## config.mk

```make
export PLATFORM = sky130hd
export DESIGN_NAME = shadow_update_ctrl
export DESIGN_NICKNAME = d
export VERILOG_FILES = /design/src/rtl/sync_upd_pkg.sv /design/src/rtl/upd_mode_decode.sv /design/src/rtl/upd_sync_tracker.sv /design/src/rtl/upd_shadow_reg.sv /design/src/rtl/shadow_update_ctrl.sv
export SDC_FILE = /design/constraint.sdc
export NUM_CORES = 1
export LEC_CHECK = 0
export BUFFER_PORTS_ARGS = -buffer_cell sky130_fd_sc_hd__buf_4
export CORE_AREA = 2 2 70 52
export DETAILED_ROUTE_END_ITERATION = 7
export DIE_AREA = 0 0 72 54
export PLACE_DENSITY_LB_ADDON = 0.12
export SLEW_MARGIN = 20
export SYNTH_ARGS = -nofsm -noshare
export SYNTH_HDL_FRONTEND = slang
export SYNTH_SLANG_ARGS = --single-unit
```

## constraint.sdc

```tcl
create_clock -name clk -period 1.4 [get_ports clk]
set_input_delay 0.28 -clock clk [delete_from_list [all_inputs] [get_ports clk]]
set_output_delay 0.28 -clock clk [all_outputs]
set_load 0.02 [all_outputs]
```

## src/rtl/sync_upd_pkg.sv

```systemverilog
package sync_upd_pkg;

  typedef enum logic [1:0] {
    UPD_IMMEDIATE = 2'd0,
    UPD_RESERVED  = 2'd1,
    UPD_LOCAL     = 2'd2,
    UPD_GLOBAL    = 2'd3
  } upd_mode_e;

  // direct: write goes straight to the live copy
  // need_sync: commit at zero also needs a held sync request
  typedef struct packed {
    logic direct;
    logic need_sync;
  } upd_policy_t;

endpackage

```

## src/rtl/upd_mode_decode.sv

```systemverilog
module upd_mode_decode
  import sync_upd_pkg::*;
#(
  parameter bit RSVD_AS_IMM = 1'b1
) (
  input  logic [1:0]  mode_i,
  output upd_policy_t policy_o
);

  upd_mode_e mode_e;
  logic      rsvd_direct;

  assign mode_e = upd_mode_e'(mode_i);

  // The spare encoding gets a defined meaning chosen at build time.
  generate
    if (RSVD_AS_IMM) begin : g_rsvd_imm
      assign rsvd_direct = 1'b1;
    end else begin : g_rsvd_local
      assign rsvd_direct = 1'b0;
    end
  endgenerate

  always_comb begin
    policy_o = '0;
    unique case (mode_e)
      UPD_IMMEDIATE: policy_o.direct = 1'b1;
      UPD_RESERVED:  policy_o.direct = rsvd_direct;
      UPD_LOCAL:     policy_o.direct = 1'b0;
      UPD_GLOBAL:    policy_o.need_sync = 1'b1;
      default:       policy_o = '0;
    endcase
  end

endmodule

```

## src/rtl/upd_sync_tracker.sv

```systemverilog
module upd_sync_tracker (
  input  logic clk,
  input  logic rst,
  input  logic sync_req_i,
  input  logic cnt_zero_i,
  output logic flag_o
);

  logic flag_q;

  // A request is sticky until the next zero consumes or drops it.
  // A request seen in the same cycle as a zero survives that zero.
  always_ff @(posedge clk) begin
    if (rst) begin
      flag_q <= 1'b0;
    end else if (sync_req_i) begin
      flag_q <= 1'b1;
    end else if (cnt_zero_i) begin
      flag_q <= 1'b0;
    end
  end

  assign flag_o = flag_q;

  p_req_latched_r9: assert property (@(posedge clk) disable iff (rst)
    sync_req_i |=> flag_q);

  p_zero_drops_r7: assert property (@(posedge clk) disable iff (rst)
    (cnt_zero_i && !sync_req_i) |=> !flag_q);

endmodule

```

## src/rtl/upd_shadow_reg.sv

```systemverilog
module upd_shadow_reg #(
  parameter int unsigned           DATA_W    = 16,
  parameter logic [DATA_W-1:0]     RESET_VAL = '0
) (
  input  logic              clk,
  input  logic              rst,
  input  logic              wr_en_i,
  input  logic [DATA_W-1:0] wr_data_i,
  input  logic              direct_i,
  input  logic              commit_ok_i,
  output logic [DATA_W-1:0] active_o,
  output logic              pending_o
);

  logic [DATA_W-1:0] stage_q;
  logic [DATA_W-1:0] active_q;
  logic              pend_q;
  logic              do_commit;

  assign do_commit = commit_ok_i && pend_q;

  always_ff @(posedge clk) begin
    if (rst) begin
      stage_q  <= RESET_VAL;
      active_q <= RESET_VAL;
      pend_q   <= 1'b0;
    end else if (wr_en_i && direct_i) begin
      stage_q  <= wr_data_i;
      active_q <= wr_data_i;
      pend_q   <= 1'b0;
    end else begin
      if (do_commit) begin
        active_q <= stage_q;
        pend_q   <= 1'b0;
      end
      if (wr_en_i) begin
        stage_q <= wr_data_i;
        pend_q  <= 1'b1;
      end
    end
  end

  assign active_o  = active_q;
  assign pending_o = pend_q;

  p_direct_write_r2: assert property (@(posedge clk) disable iff (rst)
    (wr_en_i && direct_i) |=> (active_q == $past(wr_data_i)) && !pend_q);

  p_deferred_hold_r4: assert property (@(posedge clk) disable iff (rst)
    (wr_en_i && !direct_i && !commit_ok_i) |=> $stable(active_q) && pend_q);

  p_overlap_keeps_r8: assert property (@(posedge clk) disable iff (rst)
    (wr_en_i && !direct_i && commit_ok_i) |=> pend_q);

  p_quiet_hold_r10: assert property (@(posedge clk) disable iff (rst)
    (!wr_en_i && !commit_ok_i) |=> $stable(active_q));

  p_empty_zero_r11: assert property (@(posedge clk) disable iff (rst)
    (!wr_en_i && !pend_q) |=> $stable(active_q) && !pend_q);

endmodule

```

## src/rtl/shadow_update_ctrl.sv

```systemverilog
module shadow_update_ctrl
  import sync_upd_pkg::*;
#(
  parameter int unsigned       DATA_W      = 16,
  parameter logic [DATA_W-1:0] RESET_VAL   = '0,
  parameter bit                RSVD_AS_IMM = 1'b1
) (
  input  logic              clk,
  input  logic              rst,
  input  logic              wr_en,
  input  logic [DATA_W-1:0] wr_data,
  input  logic [1:0]        upd_mode,
  input  logic              cnt_zero,
  input  logic              sync_req,
  output logic [DATA_W-1:0] active_val
);

  upd_policy_t policy;
  logic        sync_flag;
  logic        commit_ok;
  logic        pending;

  upd_mode_decode #(
    .RSVD_AS_IMM(RSVD_AS_IMM)
  ) u_decode (
    .mode_i  (upd_mode),
    .policy_o(policy)
  );

  upd_sync_tracker u_sync (
    .clk       (clk),
    .rst       (rst),
    .sync_req_i(sync_req),
    .cnt_zero_i(cnt_zero),
    .flag_o    (sync_flag)
  );

  // Zero is the only commit point; global policy also needs a held request.
  assign commit_ok = cnt_zero && (!policy.need_sync || sync_flag);

  upd_shadow_reg #(
    .DATA_W   (DATA_W),
    .RESET_VAL(RESET_VAL)
  ) u_shadow (
    .clk        (clk),
    .rst        (rst),
    .wr_en_i    (wr_en),
    .wr_data_i  (wr_data),
    .direct_i   (policy.direct),
    .commit_ok_i(commit_ok),
    .active_o   (active_val),
    .pending_o  (pending)
  );

  p_global_waits_r6: assert property (@(posedge clk) disable iff (rst)
    (upd_mode == 2'd3 && !sync_flag && !wr_en) |=> $stable(active_val));

  p_reserved_direct_r3: assert property (@(posedge clk) disable iff (rst)
    (RSVD_AS_IMM && upd_mode == 2'd1 && wr_en) |=> (active_val == $past(wr_data)));

  p_direct_clears_r12: assert property (@(posedge clk) disable iff (rst)
    (wr_en && upd_mode == 2'd0) |=> !pending);

endmodule

```

; ---- Word level (Yosys, flattened, before mapping)
; Index checks and enable logic that the tools add are counted.
[word_totals]
regBits = 34
input_bits = 23
out_inout_bits = 16
elab_cells = 28
[op_classes]
n_eq_ne = 2
n_mux = 10
n_reduce_logical = 12
[op_table]
columns = operator, count
row1 = $mux W16, 4
row2 = $reduce_bool A2 Y1, 4
row3 = $mux W1, 6
row4 = $reduce_or A2 Y1, 2
row5 = $logic_and A1 B1 Y1, 3
row6 = $eq A2 B1 Y1 const B, 1
row7 = $eq A2 B2 Y1 const B, 1
row8 = $logic_not A2 Y1, 1
row9 = $logic_not A1 Y1, 1
row10 = $logic_or A1 B1 Y1, 1

; ---- Depth between registers and ports, before layout
; Gate-level depths: netlist of run 1.
[logic_depth]
word_depth = 8
mapped_depth = 6
ltp_nobuf = 3

; ---- Hierarchy
; A second synthesis of run 1 with hierarchy kept.
[hier_totals]
cells_unflattened = 161
area_unflattened_um2 = 1611.5
[by_module_without_submodules]
columns = mod, instances, cells_per_inst, area_per_inst_um2, seq_area_each_um2
row1 = upd_shadow_reg, 1, 153, 1551.5, 660.6
row2 = upd_sync_tracker, 1, 4, 38.8, 20.0
row3 = shadow_update_ctrl, 1, 2, 11.3, 0.0
row4 = upd_mode_decode, 1, 2, 10.0, 0.0

; ---- Worst setup path before layout of run 1
; Ideal clock, no wire load.
[synth_timing]
path_kind = input to register
from = in wr_en
to = reg u_shadow.active_q[10], in the netlist u_shadow.active_o[10]
arrival_ps = 1118
setup_slack_ps = 139
cell_stages = 6
cell_sequence = buf_6 > nor2b_4 > buf_6 > buf_2 > a211oi_1 > a211oi_2
[synth_between]
elab_chain_cells = 2
elab_cells_between_ends = 3
cone_classes = mux: 1 / reduce/logical: 2
[synth_lines]
columns = element, line
row1 = "start, declared", shadow_update_ctrl.sv:10  ; input logic wr_en,
row2 = $logic_and A1 B1 Y1 (*), upd_shadow_reg.sv:27  ; end else if (wr_en_i && direct_i) begin
row3 = $mux W16 / $reduce_bool A2 Y1 (equally long branches), --
row4 = "end signal, assigned", upd_shadow_reg.sv:29  ; active_q <= wr_data_i;
row5 = "end signal, assigned", upd_shadow_reg.sv:33  ; active_q <= stage_q;
row6 = "end, declared", upd_shadow_reg.sv:16  ; logic [DATA_W-1:0] active_q;
; Every way passes the cells marked *; elsewhere a longest branch is shown, timed or not.
; A chain may end at the register's enable or synchronous reset.

; ---- Worst setup path after layout of run 1
[layout_timing]
from = reg u_sync.flag_q, in the netlist u_sync.flag_o
to = reg u_shadow.active_q[6], in the netlist u_shadow.active_o[6]
[layout_between]
elab_chain_cells = 4
[layout_lines]
columns = element, line
row1 = "start, declared", upd_sync_tracker.sv:9  ; logic flag_q;
row2 = "start signal, assigned", upd_sync_tracker.sv:15  ; flag_q <= 1'b0;
row3 = "start signal, assigned", upd_sync_tracker.sv:17  ; flag_q <= 1'b1;
row4 = "start signal, assigned", upd_sync_tracker.sv:19  ; flag_q <= 1'b0;
row5 = $logic_or A1 B1 Y1, shadow_update_ctrl.sv:39  ; assign commit_ok = cnt_zero && (!policy.need_sync || sync_flag);
row6 = $logic_and A1 B1 Y1, shadow_update_ctrl.sv:39
row7 = $logic_and A1 B1 Y1, upd_shadow_reg.sv:20  ; assign do_commit = commit_ok_i && pend_q;
row8 = $reduce_bool A2 Y1 (no source line), --
; No other way between the ends.

==> impl_metrics.ini, run 1 <==
[run_status]
outcome = completed

[worst_setup_path]
start_kind = flip-flop
critPathKind = flip-flop to flip-flop
crit_path_max_fanout = 7
slowest_stage = dfxtp_1
cp.arrival_ns = 1.45
critPathRequiredTime_ns = 1.55
worstPathCellList = nand3b_2 > buf_4 > a211oi_1 > a211oi_2
endpoint_kind = flip-flop
max_stage_delay_ns = 0.31
path_buf_inv = 1
critPathTopFamily = compound AO/OA/AOI/OAI gates
worstRegToRegCells = 4
crit_cells = 4

[sta]
min_period_ns = 1.30
period_share = 0.929
whs_ns = 0.225
finalSetupTns_ns = 0
slew_violations = 0
relSlewSlack = 0.721
max_freq_ghz = 0.769
skew_ns = 0.00345
worst_pin_slew_ns = 0.418
rsz0062_at_grt = no
finalHoldViolCount = 0
setup_viol = 0

[global_routing]
grt_pass1_vias = 1088
grt_start_max_net_pins = 35
overflow = 0
antenna_found_initial = 0
grt_pass1_wl_um = 5150
grt.total_usage = 0.177

[finish]
fin_area_mm2 = 0.00196
syn2layout_area_growth_pct = 27.5
finalCoreUtilization = 0.593
layout-drive-gt1-share = 0.389
antenna_cells = 0
fin_cells = 220
nets = 202

[floorplan]
core_mm2 = 0.00331
die_x_um = 72
die-area_mm2 = 0.00389
ios = 39
initial_core_util = 0.465
num_rows = 18
fp.dieH_um = 54

[placed_design]
gp_congestion = 0.702
numPortBuffers = 38
hpwl_um = 2360
place_inst = 212
place_area_mm2 = 0.00186

[clock_tree]
ctsHoldBuffers = 0
insertion_delay_ns = 0.28
clock_path_buffers = 2
cts-root-buf = clkbuf_8
clock_sinks = 34
cts_tree = built
clk_pin_slew_ns = 0.07
htree_levels = 2
cts_made_buffers = 5

[yosys]
synth.distinct_cells = 19
ys_seq_elements = 34
syn_inst = 139
yosysWarnings = 0
syn-cell-area_mm2 = 0.00154
synth_nets = 162
ys_seq_area_frac = 0.442
avgSynthCellArea_um2 = 11.1

[routing]
drtAntennaViolNets = 0
wl_um = 3320
wl_per_cell_um = 15.1
wl_met2_um = 1440
wl_met3_um = 146
viasPerCell = 5.31
dr.pass1.iters = 4
vias = 1168
drt-initial-drc-count = 47
routed.top_layer = met4
wl_met1_um = 1710
drcViolationCount = 0

[pwr]
peakVddDrop_mv = 0.671
p_per_area_mw_per_mm2 = 1140
p_leak_nw = 0.829

[worst_hold_path]
holdCritPathClass = input pin to flip-flop
holdPathStages = 3

[job]
maxCapViolCount = 0
through the flow:
step           power [mW]  worst slack, ns
4_1_cts              2.26           0.0713
6_report             2.23           0.0990
3_5_place_dp         1.52           0.0617
3_3_place_gp         1.51            0.117
2_1_floorplan        1.36            0.139
5_1_grt              2.33          0.00178
final cells by class:
class                           count  area, um2
Fill cell                         289       1350
Multi-Input combinational cell     90        756
Sequential cell                    34        681
Timing Repair Buffer               47        378
Clock buffer                        6       82.6
Tap cell                           40       50.0
Clock inverter                      2       12.5
Inverter                            1       3.75
power breakdown:
group	internal, mW	switching (mW)
Combinational	0.207	0.219
Sequential	1.04	0.0374
Clock	0.395	0.337
Total	1.64	0.593
cells in the final DEF, fill, tap and decap left out, drive strengths merged:
master / count
dfxtp: 34
nand3b: 1
clkbuf: 6
and2: 1
buf: 47
nand2: 1
mux2i: 32
nor2: 17
a21o: 1
or2: 1
inv: 1
a211oi: 32
clkinv: 1
a21bo: 1
nor2b: 1
clkinvlp: 1
a21oi: 2
state kept, by name (all words and copies together), names as in the netlist:
signal	cells
u_shadow.active_o	16
u_sync.flag_o	1
u_shadow.pending_o	1
u_shadow.stage_q	16
repair_timing:
item	4_1_cts	5_1_grt
endpoints found under the setup margin	0	1
buffers inserted	0	0
resized for setup	0	1
endpoints found under the hold margin	0	0
synth_stat cells:
cell       n  area share
nand3b_2   1      0.0073
a21o_4     1      0.0097
a21bo_1    1      0.0065
inv_1      1      0.0024
a211oi_2  10       0.081
nor2_1    17       0.041
buf_4      1      0.0049
buf_12     1       0.013
nand2_1    1      0.0024
nor2b_4    1      0.0089
a211oi_1  22        0.11
buf_6      4       0.029
a21oi_1    2      0.0065
buf_2      2      0.0065
dfxtp_1   34        0.44
clkbuf_1   6       0.015
and2_1     1      0.0041
mux2i_1   32        0.21
or2_2      1      0.0041
worst paths after layout:
check	from	to	slack [ns]
worst max-delay path	u_sync.flag_o	u_shadow.active_o[6]	0.1
worst min-delay path	sync_req	u_sync.flag_o	0.22
worst max register to register	u_sync.flag_o	u_shadow.active_o[6]	0.1
worst min register to register	u_shadow.stage_q[4]	u_shadow.stage_q[4]	0.49
cell families after synthesis:
group           share of synthesized area
mux                                 0.208
flops                               0.442
simple gates                       0.0682
buf+inv                            0.0707
compound gates                      0.211
worst reg2reg max path: cells and delay by family, from the launching register on:
| family | cells | cell delay [ns] |
|---|---|---|
| compound gates | 2 | 0.35 |
| buf+inv | 1 | 0.22 |
| flops | 1 | 0.31 |
| simple gates | 1 | 0.30 |
layer usage:
layer | GRT usage | vias to the layer above
li1 | - | 590
met1 | 0.239 | 552
met2 | 0.269 | 24
met3 | 0.0543 | 2
met4 | 0.0660 | 0
met5 | 0 | -
Note: power is estimated with default switching activity, not from simulation.
==> run 2, diff against run 1 <==
Settings changed: CAP_MARGIN set to 20, CELL_PAD_IN_SITES_DETAIL_PLACEMENT set to 0, CELL_PAD_IN_SITES_GLOBAL_PLACEMENT set to 1, CORE_AREA 2 2 70 52 to 2 2 78 57, DIE_AREA 0 0 72 54 to 0 0 80 59, SLEW_MARGIN 20 to 30.
==> run 2 against run 1 <==
  * Die area grew 21%
  * Worst setup slack gained 0.076 ns
  * Critical path depth shrank 1
  * Cell area grew 1.9%
  * Non-clock buffer count is the same
  * Clock-buffer cell count grew 2
  * Core utilization shrank 8.0 points
  * Clock skew shrank 0.0020 ns
  * Hold slack lost 0.026 ns
  * Register-to-register slack gained 0.08 ns
  * Total power grew 5.1%
  * Via count grew 2.0%
  * Critical path type unchanged
  * Largest cell class unchanged
  * Highest routed layer unchanged
==> impl_metrics.ini, run 2 (synthesis results as in run 1) <==
[worst_setup_path]
worstReg2RegEnd = u_shadow.active_o[1]
endpoint_kind = flip-flop
start_kind = flip-flop
crit_path_max_fanout = 16
slowest_stage = a21o_4
timing.rr.start = u_sync.flag_o
critPathRequiredTime_ns = 1.59
critPathKind = flip-flop to flip-flop
r2r_slack_ns = 0.18
worstRegToRegCells = 3
worstPathCellList = nand3b_2 > a21o_4 > a211oi_1
max_stage_delay_ns = 0.32
cp.arrival_ns = 1.42

[clock_tree]
clk_pin_slew_ns = 0.07
clock_path_buffers = 2
htree_levels = 2
clock_sinks = 34
cts_made_buffers = 5
ctsHoldBuffers = 0
insertion_delay_ns = 0.28
cts_tree = built
cts-root-buf = clkbuf_8
cts_resized = 0
cts_setup_buffers = 0

[global_routing]
overflow = 0
gr-max-usage-layer = met2
grt_use_met1 = 0.202
grt_start_max_net_pins = 35
grt_pass1_wl_um = 5820
grt.total_usage = 0.163
gr-usage-met2 = 0.254
use_met3 = 0.0579
grt_pass1_vias = 1267
antenna_found_initial = 0

[placed_design]
hpwl_um = 2410
numPortBuffers = 38
gp_congestion = 0.684

[finish]
syn2layout_area_growth_pct = 29.9
layout-drive-gt1-share = 0.383
layout_commonest_cell = buf_4
final_cell_mix = buf_4, dfxtp_1, mux2i_1
antenna_cells = 0
nets = 202
fillers = 388
finalCoreUtilization = 0.513

[pwr]
peakVddDrop_mv = 0.553
p_per_area_mw_per_mm2 = 1170
p_leak_nw = 0.840

[job]
maxCapViolCount = 0

[routing]
drtAntennaViolNets = 0
wl_per_cell_um = 14.6
dr.pass1.iters = 4
drcViolationCount = 0
viasPerCell = 5.13
vias = 1191
wl_um = 3390
drt-initial-drc-count = 50

[sta]
skew_ns = 0.00141
slew_violations = 0
min_period_ns = 1.22
finalSetupTns_ns = 0
finalHoldViolCount = 0
rsz0062_at_grt = no
setup_viol = 0
worst_pin_slew_ns = 0.414
relSlewSlack = 0.724
max_freq_ghz = 0.816
whs_ns = 0.198
period_share = 0.875

[floorplan]
ios = 39
num_rows = 19
die-area_mm2 = 0.00472
fp.dieH_um = 59
die_x_um = 80
core_mm2 = 0.00390
initial_core_util = 0.395

[worst_hold_path]
holdCritPathClass = input pin to flip-flop
holdPathStages = 3
hold_start = sync_req
holdPathEnd = u_sync.flag_o

[run_status]
outcome = completed
[run 2: per-stage QoR]
step           worst slack, ns  instances  area [um2]  power (mW)
3_3_place_gp            0.0978        224        1890        1.51
5_1_grt                 0.0484        232        2000        2.45
6_report                 0.175        232        2000        2.34
4_1_cts                  0.143        232        2000        2.38
2_1_floorplan            0.139        139        1540        1.36
3_5_place_dp            0.0565        224        1890        1.52
[run 2: cell type report]
| cell class | count | area, um2 | share of cell area |
|---|---|---|---|
| Clock buffer | 8 | 110 | 0.0550 |
| Tap cell | 52 | 65.1 | 0.0325 |
| Multi-Input combinational cell | 90 | 751 | 0.375 |
| Sequential cell | 34 | 681 | 0.340 |
| Timing Repair Buffer | 47 | 390 | 0.195 |
| Inverter | 1 | 3.75 | 0.00188 |
[run 2: worst max path at each step]
stage / start / endpoint / slack [ns] / cells after the start
floorplan: wr_en / u_shadow.active_o[10] / 0.14 / 6
global placement: cnt_zero / u_shadow.active_o[5] / 0.1 / 5
detailed placement: cnt_zero / u_shadow.active_o[1] / 0.06 / 4
CTS: u_sync.flag_o / u_shadow.active_o[1] / 0.14 / 3
global route: u_sync.flag_o / u_shadow.active_o[9] / 0.05 / 4
finish: u_sync.flag_o / u_shadow.active_o[1] / 0.18 / 3
[run 2: critical path, delay by kind of cell (launching register included)]
family             cells  cell delay (ns)
DFF                    1             0.31
and+or+nand+nor        1             0.25
AOI/OAI and AO/OA      2             0.57
[run 2: layer usage]
layer / up-vias / wire length (um)
met1: 562 / 1550
met4: 0 / 65
met5: - / 0
met2: 29 / 1560
met3: 8 / 211
li1: 592 / -
[run 2: power by group]
part	internal [mW]	total [mW]	switching (mW)
sequential	1.03	1.07	0.0351
combinational	0.209	0.425	0.216
clock	0.497	0.849	0.352
==> run 3, diff against run 2 <==
Settings changed: CELL_PAD_IN_SITES_GLOBAL_PLACEMENT 1 to 2, CORE_AREA 2 2 78 57 to 5 5 89 67, DIE_AREA 0 0 80 59 to 0 0 94 72, PLACE_DENSITY set to 0.74, PLACE_DENSITY_LB_ADDON 0.12 to unset.
==> run 3 against run 2 <==
  * Critical path depth rose by 1
  * Register-to-register slack got worse by 0.02 ns
  * Clock skew rose by 0.0037 ns
  * Sequential share of layout area fell by 0.085 points
  * Worst setup slack got worse by 0.019 ns
  * Non-clock buffer count fell by 1
  * Cell count rose by 8.2%
  * Clock-buffer cell count did not move
  * Core utilization fell by 11 points
  * Highest routed layer unchanged
  * First-iteration DRC count fell by 24%
  * Largest power group unchanged
  * Die area rose by 43%
  * Cell area rose by 0.25%
==> impl_metrics.ini, run 3 (synthesis results as in run 1) <==
[run_status]
outcome = completed

[sta]
setup_viol = 0
whs_ns = 0.192
period_share = 0.888
relSlewSlack = 0.716
rsz0062_at_grt = no
slew_violations = 0
finalSetupTns_ns = 0
finalHoldViolCount = 0
max_freq_ghz = 0.804
skew_ns = 0.00513
worst_pin_slew_ns = 0.426
min_period_ns = 1.24

[finish]
antenna_cells = 0
layout-drive-gt1-share = 0.380
nets = 201
fillers = 501
layout_commonest_cell = buf_4
syn2layout_area_growth_pct = 30.2
final_cell_mix = buf_4, dfxtp_1, mux2i_1

[global_routing]
overflow = 0
grt_start_max_net_pins = 35
grt.total_usage = 0.115
antenna_found_initial = 0
grt_pass1_wl_um = 6090
grt_pass1_vias = 1222

[worst_hold_path]
holdCritPathClass = input pin to flip-flop
holdPathStages = 3

[routing]
dr.pass1.iters = 4
vias = 1168
wl_per_cell_um = 14.4
drtAntennaViolNets = 0
drcViolationCount = 0
wl_um = 3620
drt-initial-drc-count = 38
viasPerCell = 4.65

[floorplan]
fp.dieH_um = 72
ios = 39
num_rows = 22
core_mm2 = 0.00501
die_x_um = 94
die-area_mm2 = 0.00677
initial_core_util = 0.307

[pwr]
p_leak_nw = 0.833
p_per_area_mw_per_mm2 = 1170
peakVddDrop_mv = 0.389

[job]
maxCapViolCount = 0

[clock_tree]
clock_sinks = 34
cts-root-buf = clkbuf_8
cts_setup_buffers = 0
clock_path_buffers = 2
insertion_delay_ns = 0.29
cts_tree = built
htree_levels = 2
cts_resized = 0
ctsHoldBuffers = 0
cts_made_buffers = 5
clk_pin_slew_ns = 0.07

[worst_setup_path]
r2r_slack_ns = 0.16
startpoint = u_sync.flag_o
critPathKind = flip-flop to flip-flop
crit_path_end = u_shadow.active_o[14]
worstReg2RegEnd = u_shadow.active_o[14]
timing.rr.start = u_sync.flag_o
endpoint_kind = flip-flop
start_kind = flip-flop
critPathRequiredTime_ns = 1.56
cp.arrival_ns = 1.41
worstRegToRegCells = 4
crit_path_max_fanout = 9

[placed_design]
hpwl_um = 2540
numPortBuffers = 38
gp_congestion = 0.728
[run 3: layout make-up]
type | instances | area [um2] | share of cell area
repair buffers | 46 | 370 | 0.185
inverters | 1 | 3.75 | 0.00187
clock buffers | 8 | 110 | 0.0549
well taps | 72 | 90.1 | 0.0449
multi-input cells | 90 | 751 | 0.374
flip-flops and latches | 34 | 681 | 0.339
[run 3: power breakdown]
part           switching, mW  internal, mW  leakage (nW)
registers             0.0376          1.03         0.281
clock network          0.362         0.497        0.0575
logic                  0.217         0.205         0.494
[run 3: stage by stage]
stage | setup slack [ns] | cells | cell area [um2] | power, mW | util
final | 0.156 | 251 | 2010 | 2.35 | 0.400
after global routing | 0.0763 | 251 | 2010 | 2.46 | 0.400
after CTS | 0.149 | 251 | 2010 | 2.39 | 0.400
after detailed placement | 0.0892 | 243 | 1900 | 1.52 | 0.378
after global placement | 0.109 | 243 | 1900 | 1.51 | 0.378
after floorplan | 0.139 | 139 | 1540 | 1.36 | -
[run 3: worst max-delay path, cell delays in order, from the launching register on]
cell      delay [ns]
dfxtp_1         0.32
nand3b_2        0.23
buf_4           0.19
a211oi_1        0.30
a211oi_2        0.07
[run 3: per-layer routing]
layer | GRT usage | vias up | wire [um]
li1 | - | 585 | -
met1 | 0.144 | 554 | 1670
met2 | 0.183 | 22 | 1750
met3 | 0.0301 | 7 | 129
met4 | 0.0593 | 0 | 80
met5 | 0 | - | 0
[run 3: how the worst min path moves through the flow]
stage                               from                   end  slack, ns
floorplan                       sync_req         u_sync.flag_o       0.40
global route                    sync_req         u_sync.flag_o       0.21
detailed placement  u_shadow.stage_q[11]  u_shadow.stage_q[11]       0.48
CTS                             sync_req         u_sync.flag_o       0.18
global placement     u_shadow.stage_q[1]   u_shadow.stage_q[1]       0.47
finish                          sync_req         u_sync.flag_o       0.19
